`config.mk`:
```
export PLATFORM = sky130hd
export DESIGN_NAME = prbs_lane_source
export DESIGN_NICKNAME = d
export VERILOG_FILES = /design/src/rtl/prbs7_pkg.sv /design/src/rtl/prbs7_lookahead.sv /design/src/rtl/prbs7_word_gen.sv /design/src/rtl/lane_word_mux.sv /design/src/rtl/prbs7_word_check.sv /design/src/rtl/prbs_lane_source.sv
export SDC_FILE = /design/constraint.sdc
export NUM_CORES = 1
export LEC_CHECK = 0
export BUFFER_PORTS_ARGS = -buffer_cell sky130_fd_sc_hd__buf_2
export CAP_MARGIN = 10
export CORE_ASPECT_RATIO = 1.5
export CORE_MARGIN = 4
export CORE_UTILIZATION = 35
export DETAILED_ROUTE_END_ITERATION = 7
export PLACE_DENSITY_LB_ADDON = 0.08
export SYNTH_ARGS = -nofsm -noshare
export SYNTH_HDL_FRONTEND = slang
export SYNTH_HIERARCHICAL = 1
export SYNTH_SLANG_ARGS = --single-unit
```
`constraint.sdc`:
```
create_clock -name clk -period 2.4 [get_ports clk]
set_input_delay 0.12 -clock clk [delete_from_list [all_inputs] [get_ports clk]]
set_output_delay 0.12 -clock clk [all_outputs]
set_load 0.01 [all_outputs]
```
`src/rtl/prbs7_pkg.sv`:
```
package prbs7_pkg;

  localparam int LFSR_W = 7;

  typedef logic [LFSR_W-1:0] lfsr_t;

  // one shift of x^7 + x^6 + 1: the MSB leaves first, the feedback enters at the LSB
  function automatic lfsr_t lfsr_step(lfsr_t s);
    return {s[LFSR_W-2:0], s[LFSR_W-1] ^ s[LFSR_W-2]};
  endfunction

  // bit put on the line by the current state
  function automatic logic lfsr_msb(lfsr_t s);
    return s[LFSR_W-1];
  endfunction

  // advance by n steps (n is a constant at every call site)
  function automatic lfsr_t lfsr_adv(lfsr_t s, int n);
    lfsr_t t;
    t = s;
    for (int i = 0; i < n; i++) t = lfsr_step(t);
    return t;
  endfunction

endpackage

```
`src/rtl/prbs7_lookahead.sv`:
```
module prbs7_lookahead
  import prbs7_pkg::*;
#(
  parameter int STEPS = 10
) (
  input  lfsr_t             state_i,
  output logic [STEPS-1:0]  bits_o,
  output lfsr_t             state_o
);

  lfsr_t chain [STEPS+1];

  assign chain[0] = state_i;

  for (genvar i = 0; i < STEPS; i++) begin : g_stage
    assign bits_o[i]    = lfsr_msb(chain[i]);
    assign chain[i + 1] = lfsr_step(chain[i]);
  end

  assign state_o = chain[STEPS];

endmodule

```
`src/rtl/prbs7_word_gen.sv`:
```
module prbs7_word_gen
  import prbs7_pkg::*;
#(
  parameter int    WORD_W = 10,
  parameter lfsr_t SEED   = 7'h5A
) (
  input  logic              clk,
  input  logic              rst_n,
  output lfsr_t             state_o,
  output logic [WORD_W-1:0] word_o
);

  lfsr_t state_q;
  lfsr_t state_adv;
  logic  state_zero;

  prbs7_lookahead #(.STEPS(WORD_W)) i_ahead (
    .state_i (state_q),
    .bits_o  (word_o),
    .state_o (state_adv)
  );

  assign state_zero = (state_q == '0);

  always_ff @(posedge clk or negedge rst_n) begin
    if (!rst_n)          state_q <= SEED;
    else if (state_zero) state_q <= SEED;
    else                 state_q <= state_adv;
  end

  assign state_o = state_q;

endmodule

```
`src/rtl/lane_word_mux.sv`:
```
module lane_word_mux #(
  parameter int WORD_W = 10
) (
  input  logic              clk,
  input  logic              rst_n,
  input  logic              sel_prbs_i,
  input  logic [WORD_W-1:0] prbs_word_i,
  input  logic [WORD_W-1:0] ext_word_i,
  output logic [WORD_W-1:0] word_o,
  output logic              is_prbs_o
);

  // the choice is made only at the clock edge, so a whole word comes from one source
  always_ff @(posedge clk or negedge rst_n) begin
    if (!rst_n) begin
      word_o    <= '0;
      is_prbs_o <= 1'b0;
    end else begin
      word_o    <= sel_prbs_i ? prbs_word_i : ext_word_i;
      is_prbs_o <= sel_prbs_i;
    end
  end

endmodule

```
`src/rtl/prbs7_word_check.sv`:
```
module prbs7_word_check
  import prbs7_pkg::*;
#(
  parameter int WORD_W = 10,
  parameter int CNT_W  = 8
) (
  input  logic              clk,
  input  logic              rst_n,
  input  logic [WORD_W-1:0] rx_word_i,
  output logic              lock_o,
  output logic              err_o,
  output logic [CNT_W-1:0]  err_cnt_o,
  output logic              mismatch_o,
  output logic              seed_ok_o
);

  localparam int               TAIL_LO = WORD_W - LFSR_W;
  localparam logic [CNT_W-1:0] CNT_MAX = '1;

  lfsr_t             pred_q;
  lfsr_t             pred_adv;
  logic [WORD_W-1:0] pred_word;
  lfsr_t             tail_state;
  lfsr_t             resync_state;
  logic              lock_q;
  logic              err_q;
  logic [CNT_W-1:0]  cnt_q;

  // every bit in the word that has seven predecessors must follow the recurrence
  function automatic logic chain_ok(logic [WORD_W-1:0] w);
    logic ok;
    ok = 1'b1;
    for (int n = 0; n + LFSR_W < WORD_W; n++)
      ok = ok & (w[n + LFSR_W] == (w[n] ^ w[n + 1]));
    return ok;
  endfunction

  prbs7_lookahead #(.STEPS(WORD_W)) i_pred (
    .state_i (pred_q),
    .bits_o  (pred_word),
    .state_o (pred_adv)
  );

  // the last seven bits of a word are the state that sent them, oldest bit in the MSB
  for (genvar j = 0; j < LFSR_W; j++) begin : g_tail
    assign tail_state[LFSR_W-1-j] = rx_word_i[TAIL_LO + j];
  end

  assign resync_state = lfsr_adv(tail_state, LFSR_W);
  assign seed_ok_o    = chain_ok(rx_word_i) && (tail_state != '0);
  assign mismatch_o   = lock_q && (rx_word_i != pred_word);

  always_ff @(posedge clk or negedge rst_n) begin
    if (!rst_n) begin
      lock_q <= 1'b0;
      pred_q <= '0;
      err_q  <= 1'b0;
      cnt_q  <= '0;
    end else if (!lock_q) begin
      err_q <= 1'b0;
      if (seed_ok_o) begin
        lock_q <= 1'b1;
        pred_q <= resync_state;
      end
    end else begin
      pred_q <= pred_adv;
      err_q  <= mismatch_o;
      if (mismatch_o && (cnt_q != CNT_MAX)) cnt_q <= cnt_q + 1'b1;
    end
  end

  assign lock_o    = lock_q;
  assign err_o     = err_q;
  assign err_cnt_o = cnt_q;

endmodule

```
`src/rtl/prbs_lane_source.sv`:
```
module prbs_lane_source
  import prbs7_pkg::*;
#(
  parameter int    WORD_W = 10,
  parameter int    CNT_W  = 8,
  parameter lfsr_t SEED   = 7'h5A
) (
  input  logic              clk,
  input  logic              rst_n,
  input  logic              mode_self_i,
  input  logic [WORD_W-1:0] ext_word_i,
  output logic [WORD_W-1:0] ser_word_o,
  input  logic [WORD_W-1:0] rx_word_i,
  output logic              rx_lock_o,
  output logic              rx_err_o,
  output logic [CNT_W-1:0]  rx_err_cnt_o
);

  lfsr_t             gen_state_w;
  logic [WORD_W-1:0] gen_word_w;
  logic              out_is_prbs_w;
  logic              chk_mismatch_w;
  logic              chk_seed_ok_w;

  prbs7_word_gen #(.WORD_W(WORD_W), .SEED(SEED)) i_gen (
    .clk     (clk),
    .rst_n   (rst_n),
    .state_o (gen_state_w),
    .word_o  (gen_word_w)
  );

  lane_word_mux #(.WORD_W(WORD_W)) i_mux (
    .clk         (clk),
    .rst_n       (rst_n),
    .sel_prbs_i  (mode_self_i),
    .prbs_word_i (gen_word_w),
    .ext_word_i  (ext_word_i),
    .word_o      (ser_word_o),
    .is_prbs_o   (out_is_prbs_w)
  );

  prbs7_word_check #(.WORD_W(WORD_W), .CNT_W(CNT_W)) i_chk (
    .clk        (clk),
    .rst_n      (rst_n),
    .rx_word_i  (rx_word_i),
    .lock_o     (rx_lock_o),
    .err_o      (rx_err_o),
    .err_cnt_o  (rx_err_cnt_o),
    .mismatch_o (chk_mismatch_w),
    .seed_ok_o  (chk_seed_ok_w)
  );

endmodule

```
## Yosys cells after proc, flatten, opt, wreduce, memory -nomap -nowiden

Index checks and enable logic that the tools add are counted.
Widths: inputs -> output; s select.

- Flip-flop bits (word level): 34
- Bits of input ports: 23
- Output and inout port bits: 20
- Word-level logic and storage cells: 58

- Add/subtract/negate cells: 1
- Equality and inequality tests: 5
- Multiplexer cells: 7
- Bitwise gates (word level): 32
- Reduce and logical (&&, ||, !) cells: 7

Operators with widths:

| cell | count |
|---|---|
| $xor 1x1->1 | 30 |
| $mux 7 | 3 |
| $mux 10 | 1 |
| $ne 10x10->1 | 1 |
| $add 8x1->8 const B | 1 |
| $ne 8x8->1 const B | 1 |
| $logic_not 7->1 | 1 |
| $reduce_bool 7->1 | 1 |
| $eq 1x1->1 | 3 |
| $logic_and 1x1->1 | 3 |
| $mux 1 | 3 |
| $and 1x1->1 | 2 |
| $reduce_and 2->1 | 1 |
| $reduce_bool 2->1 | 1 |

## Longest topological paths before layout

Gate-level depths: netlist of the first run.

- Depth in word-level cells: 7
- Gate-level depth with buffers: 8
- Mapped depth without buffers: 7

## Hierarchy

Netlist of the first run, hierarchy kept.

By module, submodules not included:

| module | times used | cells each | area each (um^2) | sequential area each (um^2) |
|---|---|---|---|---|
| prbs7_word_check | 1 | 106 | 1083.5 | 425.4 |
| lane_word_mux | 1 | 22 | 436.7 | 275.3 |
| prbs7_lookahead | 2 | 17 | 155.1 | 0.0 |
| prbs7_word_gen | 1 | 18 | 255.2 | 180.2 |

## Worst setup path after synthesis of the first run

Ideal clock, no wire load.

- Kind: register -> register
- Start: register i_chk.pred_q[4]
- End: register i_chk.cnt_q[1], in the netlist i_chk/err_cnt_o[1]
- Library setup time: 0.125 ns
- Arrival: 1.836 ns
- Data required time: 2.275 ns
- Setup slack: 0.439 ns
- Stages on the path, launching flop included: 7
- Buffers on the path: 0
- Clock period less this slack: 1.961 ns
- Cells stage by stage: dfrtp_1 xor2_1 xor2_1 nor4_2 a41oi_4 and2_4 mux2_4

- Word-level cells in the longest chain between the ends: 5
- Elaborated cells on any way between the ends: 6
- Classes of those cells: eq/ne (1); bitwise (2); reduce/logical (3)

RTL lines:

| item | RTL line | RTL |
|---|---|---|
| start, declared | prbs7_word_check.sv:20 | `lfsr_t pred_q;` |
| start signal, assigned | prbs7_word_check.sv:63 | `pred_q <= resync_state;` |
| start signal, assigned | prbs7_word_check.sv:66 | `pred_q <= pred_adv;` |
| $xor 1x1->1 | prbs7_pkg.sv:9 | `return {s[LFSR_W-2:0], s[LFSR_W-1] ^ s[LFSR_W-2]};` |
| named net i_chk.pred_word[9] | prbs7_word_check.sv:22 | `logic [WORD_W-1:0] pred_word;` |
| $ne 10x10->1 | prbs7_word_check.sv:51 | `assign mismatch_o = lock_q && (rx_word_i != pred_word);` |
| $logic_and 1x1->1 | prbs7_word_check.sv:51 |  |
| named net chk_mismatch_w | prbs_lane_source.sv:22 | `logic chk_mismatch_w;` |
| $logic_and 1x1->1 | prbs7_word_check.sv:68 | `if (mismatch_o && (cnt_q != CNT_MAX)) cnt_q <= cnt_q + 1'b1;` |
| $reduce_and 2->1 (no line) | - |  |
| end signal, assigned | prbs7_word_check.sv:68 |  |
| end, declared | prbs7_word_check.sv:27 | `logic [CNT_W-1:0] cnt_q;` |

The timed path passes the listed nets, and every way through them passes these cells.
A chain may end at the register's enable or synchronous reset.

## Worst setup path after layout of the first run

Ends and elaborated chain as after synthesis.

==> results of run 1 <==
## area by class of cell
type / instances / area [µm²]
Inverter: 7 / 26.3
Tap cell: 72 / 90.1
Sequential cell: 34 / 856
Timing Repair Buffer: 44 / 228
Fill cell: 574 / 3420
Multi-Input combinational cell: 119 / 1040
Clock buffer: 8 / 80.1
## worst max-delay path: stages, from the launching register on
cell	delay (ns)
dfrtp_1	0.47
xor2_1	0.20
xor2_1	0.16
nor4_2	0.45
a41oi_4	0.25
and2_4	0.21
mux2_4	0.28
## placed cells by master, fill, tap and decap left out, drive strengths merged
master,n
xor2,32
or4,2
o21bai,4
nand4b,1
dfstp,4
dfrtp,30
o21a,3
ha,4
inv,7
a41oi,2
nand3,7
nand2,6
dlygate4sd3,1
and3,3
or2,1
and2,1
o21ai,3
nand4,1
xor3,2
xnor2,6
a31oi,2
xnor3,1
buf,43
nor2b,2
nor4,2
or3,2
nand2b,4
mux2,11
mux2i,3
a21oi,7
nor2,3
a2bb2oi,4
clkbuf,8
## power by group through the flow
stage          registers [µW]  logic, µW  clock network [µW]
2_1_floorplan             907        664                   0
3_3_place_gp              915        811                   0
3_5_place_dp              927        824                   0
4_1_cts                   915        834                 418
5_1_grt                   941        907                 444
6_report                  916        821                 395
## path summary, 6_finish.rpt
kind,from,endpoint,slack (ns),cells past startpoint
min in group asynchronous,rst_n,i_chk/err_cnt_o[6],0.47,2
max in group asynchronous,rst_n,i_chk/err_cnt_o[0],1.42,2
worst min register to register,i_chk/err_cnt_o[4],i_chk/err_cnt_o[4],0.50,1
worst min-delay path,ext_word_i[8],i_mux/word_o[8],0.07,2
worst max-delay path,i_chk/pred_q[4],i_chk/err_cnt_o[1],0.25,6
worst max register to register,i_chk/pred_q[4],i_chk/err_cnt_o[1],0.25,6
## metal layers
| metal | global-route usage [%] | vias to the layer above | wire [µm] |
|---|---|---|---|
| met5 | 0 | - | 0 |
| met4 | 7.09 | 0 | 118 |
| met3 | 2.66 | 10 | 163 |
| met2 | 24.0 | 34 | 2410 |
| met1 | 14.0 | 669 | 1760 |
| li1 | - | 660 | - |
## flip-flops by register name, summed over array words and instances, names as in the netlist
| name | flops |
|---|---|
| i_mux/word_o | 10 |
| i_chk/err_o | 1 |
| i_chk/lock_o | 1 |
| i_gen/state_o | 7 |
| i_chk/err_cnt_o | 8 |
| i_chk/pred_q | 7 |
## stage by stage
step | setup WS (ns) | utilization [%] | total power (µW) | instances
global route | 0.149 | 40.4 | 2290 | 284
CTS | 0.256 | 40.4 | 2170 | 284
global placement | 0.326 | 38.9 | 1730 | 275
detailed placement | 0.267 | 38.9 | 1750 | 275
finish | 0.253 | 40.4 | 2130 | 284
floorplan | 0.439 | - | 1570 | 179
==> key figures, run 1 <==
Status
  – Outcome: finished clean

Clocking
  – Cts repair resizes: 0
  – Clock sink count: 34
  – CTS Hold Bufs: 1
  – Clk slew on worst S/H paths: 0.07 ns
  – CTS tree: built
  – H-tree Lvls: 2
  – Worst-skew pair later-pin latency: 0.28 ns
  – Setup Fix Bufs, Post-CTS: 0
  – Maximum clock path buffer count: 2
  – Clock buffer count from CTS: 5
  – Root Driver: clkbuf_8

Detailed routing
  – Via/cell ratio: 4.83
  – DRT antenna net count: 0
  – Post-route DRC: 0
  – Routed WL: 4450 µm
  – Starting DRT DRC Count: 43
  – DR vias: 1373
  – Pre-antenna DRT Iters: 4
  – Drt wl/cell: 15.7 µm

STA
  – Setup tns final: 0 ns
  – Slew Limit Fails: 0
  – Final Cycle Share: 89.5%
  – Fin. Hold Viols: 0
  – Setup Viol. Count Final: 0
  – Slew at the pin with the worst max-slew slack: 0.802 ns
  – Unrepaired setup endpoints after global routing: false
  – Slew HR: 46.6%
  – Tmin final: 2.15 ns
  – Minimum hold slack: 0.0682 ns
  – Max Freq: 466 MHz
  – Clock Skew: 0.00252 ns

Placement
  – Placed Area: 2230 µm²
  – Count of input and output buffers: 42
  – Post-DP HPWL: 3360 µm
  – GPL Wtd Cong: 0.922

Floorplan
  – Initial Util: 35.9%
  – Vert. Die Dim: 102 µm
  – Row count: 34
  – Die Area: 7200 µm²
  – Die X-Extent: 70.7 µm
  – Core Area: 5740 µm²
  – Ports: 43

Global route
  – Vias in the first global route: 1469
  – Antenna violations before repair: 0
  – Global-route wire length before repair: 7270 µm
  – GRT Total Usage: 13.1%
  – Largest net degree at the start of global routing: 35
  – Grt total ovfl: 0

Yosys
  – Post-Synthesis Cell Area: 2060 µm²
  – Post-Syn Nets: 206
  – YS warnings: 6
  – Syn Area/Cell: 11.5 µm²
  – Mapped Cells: 179

Flow run
  – Max-cap violations: 0

Hold path
  – Class of the most critical hold timing path: primary input to flop

Critical path
  – Crit. End Element: flop
  – Critical Path Fanout Max: 9
  – Critical Path Start Type: flop
  – Worst endpoint data arrival time: 2.31 ns
  – Worst EP required: 2.56 ns
  – CP Class: flop to flop

Power
  – Combinational Power Share: 38.5%
  – Sw Ratio: 36.8%
  – P_sw: 784 µW
  – Peak supply drop: 315 µV
  – Flop pwr share: 43.0%
  – Cell Pwr Density: 918 nW/µm²
  – Internal: 1350 µW
  – Clock Power Share: 18.5%
  – Leak: 0.00108 µW

Layout
  – Fraction of layout cells with a size suffix above 1: 32.1%
  – Diode count: 0
  – Fin area: 2320 µm²
  – Area Overhead vs Synth: 12.7%
  – Fin nets: 238
No activity file was read; power rests on OpenSTA's default activity.
==> inputs of run 2 (changes only) <==
==> constraint.sdc (replaced) <==
create_clock -name clk -period 2.4 [get_ports clk]
set_input_delay 0.24 -clock clk [delete_from_list [all_inputs] [get_ports clk]]
set_output_delay 0.24 -clock clk [all_outputs]
set_load 0.01 [all_outputs]
==> key figures, run 2 (same netlist as run 1, synthesis figures left out) <==
Clocking
  – Maximum clock path buffer count: 2 (unchanged)
  – Worst-skew pair later-pin latency: 0.28 ns (about the same)
  – Clock buffer count from CTS: 5 (unchanged)
  – CTS tree: built
  – CTS Hold Bufs: 0 (-1)
  – Setup Fix Bufs, Post-CTS: 0 (unchanged)
  – H-tree Lvls: 2 (unchanged)
  – Root Driver: clkbuf_8
  – Clk slew on worst S/H paths: 0.07 ns (about the same)
  – Clock sink count: 34 (unchanged)
  – Cts repair resizes: 0 (unchanged)

Detailed routing
  – Via/cell ratio: 4.85 (+0.28%)
  – Post-route DRC: 0 (unchanged)
  – Drt wl/cell: 15.7 µm (about the same)
  – Routed WL: 4430 µm (-0.27%)
  – DRT antenna net count: 0 (unchanged)
  – DR vias: 1372 (-0.073%)
  – Starting DRT DRC Count: 34 (-21%)
  – Pre-antenna DRT Iters: 4 (unchanged)

STA
  – Unrepaired setup endpoints after global routing: false
  – Clock Skew: 0.00706 ns (+0.00454 ns)
  – Fin. Hold Viols: 0 (unchanged)
  – Slew Limit Fails: 0 (unchanged)
  – Tmin final: 2.13 ns (-0.0164 ns)
  – Slew at the pin with the worst max-slew slack: 0.780 ns (-0.0220 ns)
  – Final Cycle Share: 88.8% (-0.68 points)
  – Max Freq: 469 MHz (+0.77%)
  – Minimum hold slack: 0.0333 ns (-0.0349 ns)
  – Slew HR: 48.0% (+1.5 points)
  – Setup tns final: 0 ns (unchanged)
  – Setup Viol. Count Final: 0 (unchanged)

Floorplan
  – Ports: 43 (unchanged)
  – Initial Util: 35.9% (unchanged)
  – Vert. Die Dim: 102 µm (unchanged)
  – Row count: 34 (unchanged)
  – Die X-Extent: 70.7 µm (unchanged)
  – Die Area: 7200 µm² (unchanged)
  – Core Area: 5740 µm² (unchanged)

Power
  – Peak supply drop: 332 µV (+5.5%)
  – Cell Pwr Density: 930 nW/µm² (+1.3%)
  – Leak: 0.00108 µW (+0.17%)

Critical path
  – Worst EP required: 2.56 ns (about the same)
  – Slowest stage delay, CP: 0.47 ns (about the same)
  – Crit. End Element: flop
  – Crit path buf inv count: 0 (unchanged)
  – Critical Path Fanout Max: 9 (unchanged)
  – CP cell instances: xor2_1, xor2_1, nor4_2, a41oi_4, and2_4, mux2_4
  – Most frequent CP cell: xor2_1
  – Worst Reg2Reg Path Length in Cells: 6 (unchanged)
  – CP Class: flop to flop
  – CP delay by family, top: simple AND/OR/NAND/NOR gates
  – Worst endpoint data arrival time: 2.29 ns (-0.02 ns)
  – Worst path depth: 6 (unchanged)
  – Critical Path Start Type: flop
  – Slowest CP cell: dfrtp_1

Placement
  – Post-DP HPWL: 3440 µm (+2.2%)
  – GPL Wtd Cong: 0.933 (+1.1%)
  – Count of input and output buffers: 42 (unchanged)
  – Placed Area: 2230 µm² (unchanged)

Hold path
  – Class of the most critical hold timing path: primary input to async pin

Layout
  – Max FFs per register: 10 (unchanged)
  – Fill cells: 565 (-1.6%)
  – Diode count: 0 (unchanged)
  – Fin area: 2320 µm² (unchanged)
  – Most frequent cells in the layout: buf_2 (42), xor2_1 (32), dfrtp_1 (30), mux2_4 (11)
  – Fin nets: 237 (-0.42%)
  – Largest Register: i_mux/word_o
  – Most common cell after layout, fill and taps aside: buf_2
  – Fraction of layout cells with a size suffix above 1: 32.7% (+0.63 points)
  – Area Overhead vs Synth: 12.7% (unchanged)

Global route
  – Grt total ovfl: 0 (unchanged)
  – Antenna violations before repair: 0 (unchanged)
  – Global-route wire length before repair: 7050 µm (-2.9%)
  – Largest net degree at the start of global routing: 35 (unchanged)
  – Vias in the first global route: 1426 (-2.9%)
  – GRT Total Usage: 12.7% (-0.33 points)

Status
  – Outcome: finished clean

Flow run
  – Max-cap violations: 0 (unchanged)
-- run 2: cell types whose count changed in the layout (fill, tap and decap cells not counted) --
| cell | previous run | this run |
|---|---|---|
| clkbuf_8 | 5 | 6 |
| dlygate4sd3_1 | 1 | 0 |
| clkbuf_1 | 3 | 2 |
-- run 2: final timing paths --
path / from / to / slack [ns]
worst max-delay path: i_chk/pred_q[4] / i_chk/err_cnt_o[1] / 0.27
worst min-delay path: rst_n / i_chk/err_cnt_o[4] / 0.03
worst max register to register: i_chk/pred_q[4] / i_chk/err_cnt_o[1] / 0.27
worst min register to register: i_chk/err_cnt_o[4] / i_chk/err_cnt_o[4] / 0.53
max in group asynchronous: rst_n / i_mux/word_o[6] / 1.86
min in group clk: ext_word_i[2] / i_mux/word_o[2] / 0.19
-- run 2: power breakdown --
part | switching (µW) | leakage [µW] | total, µW | internal, µW
sequential | 203 | 0.000381 | 916 | 713
combinational | 395 | 0.000658 | 823 | 428
clock | 186 | 0.0000455 | 420 | 234
-- run 2: per-stage QoR --
stage,worst slack (ns),power [µW],utilization [%],cells
final,0.269,2160,40.4,283
after global routing,0.154,2310,40.4,283
after CTS,0.249,2200,40.4,283
after detailed placement,0.273,1760,38.9,275
after global placement,0.325,1720,38.9,275
after floorplan,0.439,1570,-,179
-- run 2: cell type report --
class	instances	area (µm²)	area share (%)
Clock buffer	8	90.1	3.88
Inverter	7	26.3	1.13
Multi-Input combinational cell	119	1040	44.9
Sequential cell	34	856	36.9
Tap cell	72	90.1	3.88
Timing Repair Buffer	43	218	9.37
-- run 2: worst register-to-register path, stage by stage (launching register included) --
cell     delay, ns
dfrtp_1       0.47
xor2_1        0.20
xor2_1        0.17
nor4_2        0.42
a41oi_4       0.25
and2_4        0.21
mux2_4        0.29
-- run 2: routing by layer --
layer | vias to the layer above | wire length, µm | GRT usage, %
met3 | 13 | 179 | 3.25
met2 | 35 | 2450 | 24.2
met1 | 667 | 1640 | 12.6
li1 | 657 | - | -
met5 | - | 0 | 0
met4 | 0 | 167 | 6.80
==> inputs of run 3 (changes only) <==
--- a/config.mk
+++ b/config.mk
@@ -9,7 +9,7 @@
 export CAP_MARGIN = 10
 export CORE_ASPECT_RATIO = 1.5
 export CORE_MARGIN = 4
-export CORE_UTILIZATION = 35
+export CORE_UTILIZATION = 55
 export DETAILED_ROUTE_END_ITERATION = 7
 export PLACE_DENSITY_LB_ADDON = 0.08
 export SYNTH_ARGS = -nofsm -noshare
==> key figures, run 3 (same netlist as run 1, synthesis figures left out) <==
Global route
  – Largest net degree at the start of global routing: 35 (unchanged)
  – Vias in the first global route: 1453 (+1.9%)
  – GRT Total Usage: 19.3% (+6.6 points)
  – Grt total ovfl: 0 (unchanged)
  – Global-route wire length before repair: 7130 µm (+1.2%)
  – Antenna violations before repair: 0 (unchanged)

Critical path
  – Critical Path Start Type: flop
  – CP Class: flop to flop
  – Worst Reg2Reg Path Length in Cells: 6 (unchanged)
  – Worst R2R Start: i_chk/pred_q[4]
  – R2R Setup Slk: 0.22 ns (-0.05 ns)
  – Worst EP required: 2.56 ns (about the same)
  – CP cell instances: xor2_1, xor2_1, nor4_2, a41oi_4, and2_4, mux2_4
  – Crit. End Element: flop
  – Slowest CP cell: dfrtp_1
  – Slowest stage delay, CP: 0.48 ns (about the same)
  – CP Launch Point: i_chk/pred_q[4]
  – Most frequent CP cell: xor2_1
  – Critical Path Fanout Max: 9 (unchanged)
  – Worst endpoint data arrival time: 2.34 ns (+0.05 ns)
  – Critical R2R Capture: i_chk/err_cnt_o[1]

STA
  – Slew Limit Fails: 0 (unchanged)
  – Fin. Hold Viols: 0 (unchanged)
  – Final worst setup slack: 0.218 ns (-0.0511 ns)
  – Setup tns final: 0 ns (unchanged)
  – Slew HR: 50.7% (+2.6 points)
  – Final Cycle Share: 90.9% (+2.1 points)
  – Tmin final: 2.18 ns (+0.0511 ns)
  – Max Freq: 458 MHz (-2.3%)
  – Setup Viol. Count Final: 0 (unchanged)
  – Slew at the pin with the worst max-slew slack: 0.740 ns (-0.0397 ns)
  – Unrepaired setup endpoints after global routing: false
  – Clock Skew: 0.00516 ns (-0.00191 ns)

Clocking
  – CTS tree: built
  – H-tree Lvls: 2 (unchanged)
  – Clock buffer count from CTS: 5 (unchanged)
  – Setup Fix Bufs, Post-CTS: 0 (unchanged)
  – Root Driver: clkbuf_8
  – Cts repair resizes: 0 (unchanged)
  – Maximum clock path buffer count: 2 (unchanged)
  – Clk slew on worst S/H paths: 0.07 ns (about the same)
  – Clock sink count: 34 (unchanged)
  – Worst-skew pair later-pin latency: 0.28 ns (about the same)
  – CTS Hold Bufs: 0 (unchanged)

Placement
  – Count of input and output buffers: 42 (unchanged)
  – GPL Wtd Cong: 0.945 (+1.3%)
  – Place WS: 0.240 ns (-0.0332 ns)
  – Post-DP HPWL: 3290 µm (-4.2%)

Power
  – Combinational Power Share: 38.3% (+0.2 points)
  – Sw Ratio: 36.6% (+0.30 points)
  – Internal: 1350 µW (-2.0%)
  – Peak supply drop: 549 µV (+65%)
  – P_sw: 779 µW (-0.76%)
  – Cell Pwr Density: 934 nW/µm² (+0.44%)
  – Flop pwr share: 43.3% (+0.9 points)
  – Total power: 2130 µW (-1.6%)
  – Leak: 0.00108 µW (-0.55%)
  – Clock Power Share: 18.3% (-1.1 points)

Layout
  – Largest Register: i_mux/word_o
  – Max FFs per register: 10 (unchanged)
  – Area Overhead vs Synth: 10.4%
  – Fraction of layout cells with a size suffix above 1: 32.2% (-0.47 points)
  – Most common cell after layout, fill and taps aside: buf_2
  – Diode count: 0 (unchanged)
  – Fin nets: 237 (unchanged)
  – Most frequent cells in the layout: buf_2 (42), xor2_1 (32), dfrtp_1 (30), mux2_4 (11)

Detailed routing
  – Pre-antenna DRT Iters: 4 (unchanged)
  – Routed WL: 4200 µm (-5.3%)
  – DR vias: 1363 (-0.66%)
  – Starting DRT DRC Count: 56 (+65%)
  – DRT antenna net count: 0 (unchanged)
  – Drt wl/cell: 16.5 µm (+5.5%)
  – Via/cell ratio: 5.37 (+11%)
  – Post-route DRC: 0 (unchanged)

Floorplan
  – Row count: 27 (-21%)
  – Initial Util: 56.5% (+21 points)
  – Die X-Extent: 58.0 µm (-18%)
  – Ports: 43 (unchanged)
  – Vert. Die Dim: 83.0 µm (-19%)
  – Die Area: 4810 µm² (-33%)
  – Core Area: 3650 µm² (-36%)

Flow run
  – Max-cap violations: 0 (unchanged)

Hold path
  – Class of the most critical hold timing path: primary input to async pin

Status
  – Outcome: finished clean
[run 3: changes by cell type in the layout (fill, tap and decap cells not counted)]
cell / previous run / this run
clkbuf_1: 2 / 3
clkbuf_8: 6 / 5
[run 3: area by class of cell]
class | instances | area (µm²)
repair buffers | 43 | 218
fillers | 308 | 1370
inverters | 7 | 26.3
flip-flops and latches | 34 | 856
clock buffers | 8 | 80.1
well taps | 43 | 53.8
multi-input cells | 119 | 1040
[run 3: power by group through the flow]
stage	Combinational [µW]	Clock, µW	Sequential (µW)
finish	815	390	921
detailed placement	821	0	929
global placement	800	0	911
global route	905	436	944
floorplan	664	0	907
CTS	827	409	920
[run 3: worst max-delay path by stage]
stage                         endpoint  slack (ns)  cells past startpoint
detailed placement  i_chk/err_cnt_o[1]        0.24                      6
global route        i_chk/err_cnt_o[1]        0.11                      6
floorplan           i_chk/err_cnt_o[1]        0.44                      6
CTS                 i_chk/err_cnt_o[1]        0.23                      6
global placement    i_chk/err_cnt_o[1]        0.35                      6
finish              i_chk/err_cnt_o[1]        0.22                      6
[run 3: layer usage]
| metal | share of wire (%) | GRT usage (%) | wire length (µm) |
|---|---|---|---|
| met5 | 0 | 0 | 0 |
| met4 | 2.0 | 7.38 | 84 |
| met3 | 3.7 | 3.73 | 154 |
| met2 | 58 | 35.7 | 2450 |
| met1 | 36 | 20.7 | 1510 |
[run 3: through the flow]
step,cells,instance area [µm²],hold WS [ns],util (%)
floorplan,179,2060,-0.0556,-
finish,254,2280,0.0272,62.4
global route,254,2280,0.0799,62.4
global placement,246,2200,0.329,60.2
detailed placement,246,2200,0.351,60.2
CTS,254,2280,0.0496,62.4
[run 3: worst max-delay path, delay by kind of cell (launching register included)]
family                    cells  cell delay, ns
and+or+nand+nor               2            0.66
muxes                         1            0.28
xor gates and xnor gates      2            0.38
DFF                           1            0.48
AOI/OAI and AO/OA             1            0.26
